$ cat src/rtl/disp_pkg.sv
package disp_pkg;

  typedef enum logic [1:0] {
    ST_IDLE = 2'd0,
    ST_SEND = 2'd1,
    ST_WAIT = 2'd2
  } disp_st_e;

endpackage

$ cat src/rtl/disp_regdec.sv
module disp_regdec #(
  parameter int          ADDR_W    = 16,
  parameter int          DATA_W    = 16,
  parameter int          CHAR_W    = 8,
  parameter int          RDY_BIT   = 15,
  parameter int          IE_BIT    = 14,
  parameter logic [15:0] STAT_ADDR = 16'hFE04,
  parameter logic [15:0] DATA_ADDR = 16'hFE06
) (
  input  logic              bus_sel,
  input  logic              bus_we,
  input  logic [ADDR_W-1:0] bus_addr,
  input  logic              ready,
  input  logic              ie,
  input  logic [CHAR_W-1:0] last_char,
  output logic              stat_wr,
  output logic              data_wr,
  output logic [DATA_W-1:0] rdata
);

  logic hit_stat;
  logic hit_data;

  assign hit_stat = (bus_addr == STAT_ADDR[ADDR_W-1:0]);
  assign hit_data = (bus_addr == DATA_ADDR[ADDR_W-1:0]);

  assign stat_wr = bus_sel && bus_we && hit_stat;
  assign data_wr = bus_sel && bus_we && hit_data;

  always_comb begin
    rdata = '0;
    if (bus_sel && !bus_we) begin
      if (hit_stat) begin
        rdata[RDY_BIT] = ready;
        rdata[IE_BIT]  = ie;
      end else if (hit_data) begin
        rdata[CHAR_W-1:0] = last_char;
      end
    end
  end

endmodule

$ cat src/rtl/disp_ctrl.sv
module disp_ctrl
  import disp_pkg::*;
#(
  parameter int CHAR_W = 8
) (
  input  logic              clk,
  input  logic              rst_n,
  input  logic              data_wr,
  input  logic [CHAR_W-1:0] wr_char,
  input  logic              char_ready,
  input  logic              char_done,
  output logic              ready,
  output logic              char_valid,
  output logic [CHAR_W-1:0] char_data
);

  disp_st_e st_q, st_d;
  logic     take;

  assign ready      = (st_q == ST_IDLE);
  assign char_valid = (st_q == ST_SEND);
  assign take       = data_wr && (st_q == ST_IDLE);

  always_comb begin
    st_d = st_q;
    unique case (st_q)
      ST_IDLE: if (data_wr)    st_d = ST_SEND;
      ST_SEND: if (char_ready) st_d = ST_WAIT;
      ST_WAIT: if (char_done)  st_d = ST_IDLE;
      default:                 st_d = ST_IDLE;
    endcase
  end

  always_ff @(posedge clk) begin
    if (!rst_n) begin
      st_q      <= ST_IDLE;
      char_data <= '0;
    end else begin
      st_q <= st_d;
      if (take) char_data <= wr_char;
    end
  end


  offer_after_write_chk: assert property (@(posedge clk) disable iff (!rst_n)
    $rose(char_valid) |-> $past(data_wr));


  ready_drop_chk: assert property (@(posedge clk) disable iff (!rst_n)
    (data_wr && ready) |=> !ready);


  busy_write_drop_chk: assert property (@(posedge clk) disable iff (!rst_n)
    (data_wr && !ready) |=> $stable(char_data));


  hold_under_bp_chk: assert property (@(posedge clk) disable iff (!rst_n)
    (char_valid && !char_ready) |=> (char_valid && $stable(char_data)));


  done_restores_chk: assert property (@(posedge clk) disable iff (!rst_n)
    (!ready && !char_valid && char_done) |=> ready);


  early_done_ignored_chk: assert property (@(posedge clk) disable iff (!rst_n)
    (char_valid && !char_ready && char_done) |=> !ready);

endmodule

$ cat src/rtl/disp_port.sv
module disp_port (
  input  logic        clk,
  input  logic        rst_n,
  input  logic        bus_sel,
  input  logic        bus_we,
  input  logic [15:0] bus_addr,
  input  logic [15:0] bus_wdata,
  output logic [15:0] bus_rdata,
  output logic        char_valid,
  input  logic        char_ready,
  output logic [7:0]  char_data,
  input  logic        char_done,
  output logic        irq
);

  localparam int ADDR_W = 16;
  localparam int DATA_W = 16;
  localparam int CHAR_W = 8;
  localparam int RDY_BIT = DATA_W - 1;
  localparam int IE_BIT  = DATA_W - 2;

  logic stat_wr;
  logic data_wr;
  logic ready;
  logic ie_q;
  logic unused_wdata;

  assign unused_wdata = ^bus_wdata;

  disp_regdec #(
    .ADDR_W   (ADDR_W),
    .DATA_W   (DATA_W),
    .CHAR_W   (CHAR_W),
    .RDY_BIT  (RDY_BIT),
    .IE_BIT   (IE_BIT),
    .STAT_ADDR(16'hFE04),
    .DATA_ADDR(16'hFE06)
  ) u_dec (
    .bus_sel  (bus_sel),
    .bus_we   (bus_we),
    .bus_addr (bus_addr),
    .ready    (ready),
    .ie       (ie_q),
    .last_char(char_data),
    .stat_wr  (stat_wr),
    .data_wr  (data_wr),
    .rdata    (bus_rdata)
  );

  disp_ctrl #(
    .CHAR_W(CHAR_W)
  ) u_ctrl (
    .clk       (clk),
    .rst_n     (rst_n),
    .data_wr   (data_wr),
    .wr_char   (bus_wdata[CHAR_W-1:0]),
    .char_ready(char_ready),
    .char_done (char_done),
    .ready     (ready),
    .char_valid(char_valid),
    .char_data (char_data)
  );

  always_ff @(posedge clk) begin
    if (!rst_n)       ie_q <= 1'b0;
    else if (stat_wr) ie_q <= bus_wdata[IE_BIT];
  end

  assign irq = ready && ie_q;


  ie_capture_chk: assert property (@(posedge clk) disable iff (!rst_n)
    stat_wr |=> (ie_q == $past(bus_wdata[IE_BIT])));


  irq_quiet_when_busy_chk: assert property (@(posedge clk) disable iff (!rst_n)
    char_valid |-> !irq);

endmodule

$ cat config.mk
export PLATFORM = sky130hd
export DESIGN_NAME = disp_port
export DESIGN_NICKNAME = d
export VERILOG_FILES = /design/src/rtl/disp_pkg.sv /design/src/rtl/disp_regdec.sv /design/src/rtl/disp_ctrl.sv /design/src/rtl/disp_port.sv
export SDC_FILE = /design/constraint.sdc
export NUM_CORES = 1
export LEC_CHECK = 0
export BUFFER_PORTS_ARGS = -buffer_cell sky130_fd_sc_hd__buf_2
export CAP_MARGIN = 20
export CORE_ASPECT_RATIO = 0.6
export CORE_MARGIN = 10
export CORE_UTILIZATION = 30
export DETAILED_ROUTE_END_ITERATION = 10
export PLACE_DENSITY = 0.74
export SLEW_MARGIN = 0
export SYNTH_ARGS = -nofsm -noshare
export SYNTH_HDL_FRONTEND = slang
export SYNTH_SLANG_ARGS = --single-unit
$ cat constraint.sdc
create_clock -name clk -period 2.5 [get_ports clk]
set_input_delay 0.25 -clock clk [delete_from_list [all_inputs] [get_ports clk]]
set_output_delay 0.25 -clock clk [all_outputs]
set_load 0.05 [all_outputs]
==> results.sh <==
export IMPL_grt_pass1_wl_mm=3.81
export IMPL_grt_overflow_total=0
export IMPL_syn_inst=80
export IMPL_synthArstFlopShare_pct=0
export IMPL_fp_coreArea_mm2=0.00216
export IMPL_p_switching_uw=108
export IMPL_ant_nets=0
export IMPL_antenna_cells=0
export IMPL_power_frac_clock_pct=42.7
export IMPL_drt_iter0_drc=39
export IMPL_antenna_found_initial=0
export IMPL_cp_start_kind="input port"
export IMPL_clock_skew_ps=3.78
export IMPL_holdWs_ps=253
export IMPL_cts_max_path_buffers=2
export IMPL_critPathRequiredTime_ps=2250
export IMPL_grt_usage_pct=10.5
export IMPL_synth_area_um2=678
export IMPL_cts_max_level=1
export IMPL_vias=785
export IMPL_pwr_share_seq_pct=42.3
export IMPL_netlist_area_leader_share_pct=32.5
export IMPL_swShare_pct=26.2
export IMPL_clock_sinks=11
export IMPL_synth_top_area_cell="dfxtp_1"
export IMPL_cp_arrival_ps=1680
export IMPL_drive_gt1_share_pct=45.7
export IMPL_grt_pass1_vias=843
export IMPL_io_pins=64
export IMPL_status="finished clean"
export IMPL_wl_mm=2.43
export IMPL_ys_types=23
export IMPL_dp_cells=155
export IMPL_p_int_uw=306
export IMPL_hold_buffers=0
export IMPL_ys_flop_type="dfxtp_1"
export IMPL_die_area_mm2=0.00462
export IMPL_final_util_pct=44.5
export IMPL_power_density_mw_per_mm2=430
export IMPL_cp_max_fo=8
export IMPL_syn_area_per_cell_um2=8.48
export IMPL_drc=0
export IMPL_synth_edff_count=0
export IMPL_synth_area_top_cells="dfxtp_1 (32%), and2_1 (9.2%), a21oi_1 (8.1%)"
export IMPL_hpwlAfterDp_mm=1.96
export IMPL_power_frac_comb_pct=14.9
export IMPL_fin_nets=168
export IMPL_n_fill_cell=228
export IMPL_reg2regPathDepth=4
export IMPL_start_util_pct=31.3
export IMPL_synth_seq_area_share_pct=32.5
export IMPL_wire_per_inst_um=15.3
export IMPL_crit_type="input port to output pin"
export IMPL_grt_setup_unrepaired="no"
export IMPL_dr_pass1_iters=4
export IMPL_cts_tree="yes"
export IMPL_cts_root_buf="clkbuf_8"
export IMPL_fin_tns_setup_ps=0
export IMPL_final_cells=159
export IMPL_place_port_buffers=50
export IMPL_hold_path_depth=3
export IMPL_critPathCaptureType="output pin"
export IMPL_die_w_um=81.4
export IMPL_gp_congestion=0.727
export IMPL_timing_final_crit_share_pct=77.0
export IMPL_finalHoldViolations=0
export IMPL_fmax_mhz=519
export IMPL_power_leakage_nw=0.472
export IMPL_rows=13
export IMPL_period_needed_ps=1930
export IMPL_setup_violations=0
export IMPL_hold_path_class="input port to flop"
export IMPL_cts_setup_buffers=0
export IMPL_ys_ff_latch=11
export IMPL_clkTransAtPathRegs_ps=50
export IMPL_yosys_top_cells_count="a21oi_1 (11), dfxtp_1 (11), and2_1 (10), o21ai_0 (9), nand4_1 (8)"
export IMPL_cts_repair_resize_count=0
export IMPL_grt_max_degree=16
export IMPL_yosysWarnings=0
export IMPL_cts_buffers=3
export IMPL_ir_worst_vdd_mv=0.199
export IMPL_finalMaxSlewViolations=0
export IMPL_cap_violations=0
export IMPL_viasPerCell=4.94
export IMPL_synthToLayoutAreaGrowth_pct=42.1
export IMPL_die_y_um=56.8
export IMPL_clk_latency_ps=240
==> power groups by stage <==
stage / clock network, mW / logic [mW] / registers (mW)
after floorplan: 0 / 0.0396 / 0.179
after global placement: 0 / 0.0594 / 0.179
after detailed placement: 0 / 0.0608 / 0.179
after CTS: 0.178 / 0.0610 / 0.176
after global routing: 0.187 / 0.0660 / 0.175
final: 0.177 / 0.0619 / 0.175
==> through the flow <==
stage | total power, mW | setup slack, ps | instance area [um^2]
after floorplan | 0.219 | -241 | 697
after global placement | 0.239 | 623 | 917
after detailed placement | 0.240 | 566 | 917
after CTS | 0.414 | 560 | 963
after global routing | 0.428 | 435 | 963
final | 0.414 | 574 | 963
==> area by class of cell <==
cell class                      count  area, um^2  area share (%)
Timing Repair Buffer               51         258            26.8
Inverter                            1        3.75           0.390
Multi-Input combinational cell     62         398            41.3
Sequential cell                    11         220            22.9
Clock inverter                      1        5.00           0.519
Clock buffer                        3        41.3            4.29
Tap cell                           30        37.5            3.90
==> per-layer routing <==
| metal | up-vias | share of wire [%] | global-route usage, % |
|---|---|---|---|
| met1 | 371 | 39 | 10.0 |
| met3 | 4 | 11 | 7.14 |
| met5 | - | 0 | 0 |
| li1 | 383 | - | - |
| met4 | 0 | 1.1 | 3.44 |
| met2 | 27 | 49 | 17.6 |
==> registers in the layout, summed over array words and instances, names as in the netlist <==
signal,count
u_ctrl.st_q,2
u_ctrl.char_data,8
ie_q,1
==> worst max-delay path, cell delays in order <==
cell	delay, ps
buf_2	110
nor4_4	310
nand4_2	180
nor3b_4	380
and2_1	180
buf_2	260
==> kinds of logic after synthesis <==
family,count (synthesis),share of synthesized area [%]
other cells,1,0.553
flops,11,32.5
buf+inv,12,11.6
compound gates,20,14.8
simple gates,36,40.6
==> placed cells by master (no fill, tap or decap), drive strengths merged, types with 3 or more instances in the layout <==
cell type,count
buf,51
a21oi,11
dfxtp,11
and2,10
o21ai,9
nand4,9
conb,6
clkbuf,3
==> path summary, 6_finish.rpt <==
check                           start             endpoint  slack (ps)
setup reg to reg       u_ctrl.st_q[0]  u_ctrl.char_data[5]        1270
setup / recovery          bus_addr[4]         bus_rdata[3]         570
hold / removal             char_ready       u_ctrl.st_q[1]         250
hold reg to reg   u_ctrl.char_data[7]  u_ctrl.char_data[7]         490
Note: power is estimated with default switching activity, not from simulation.
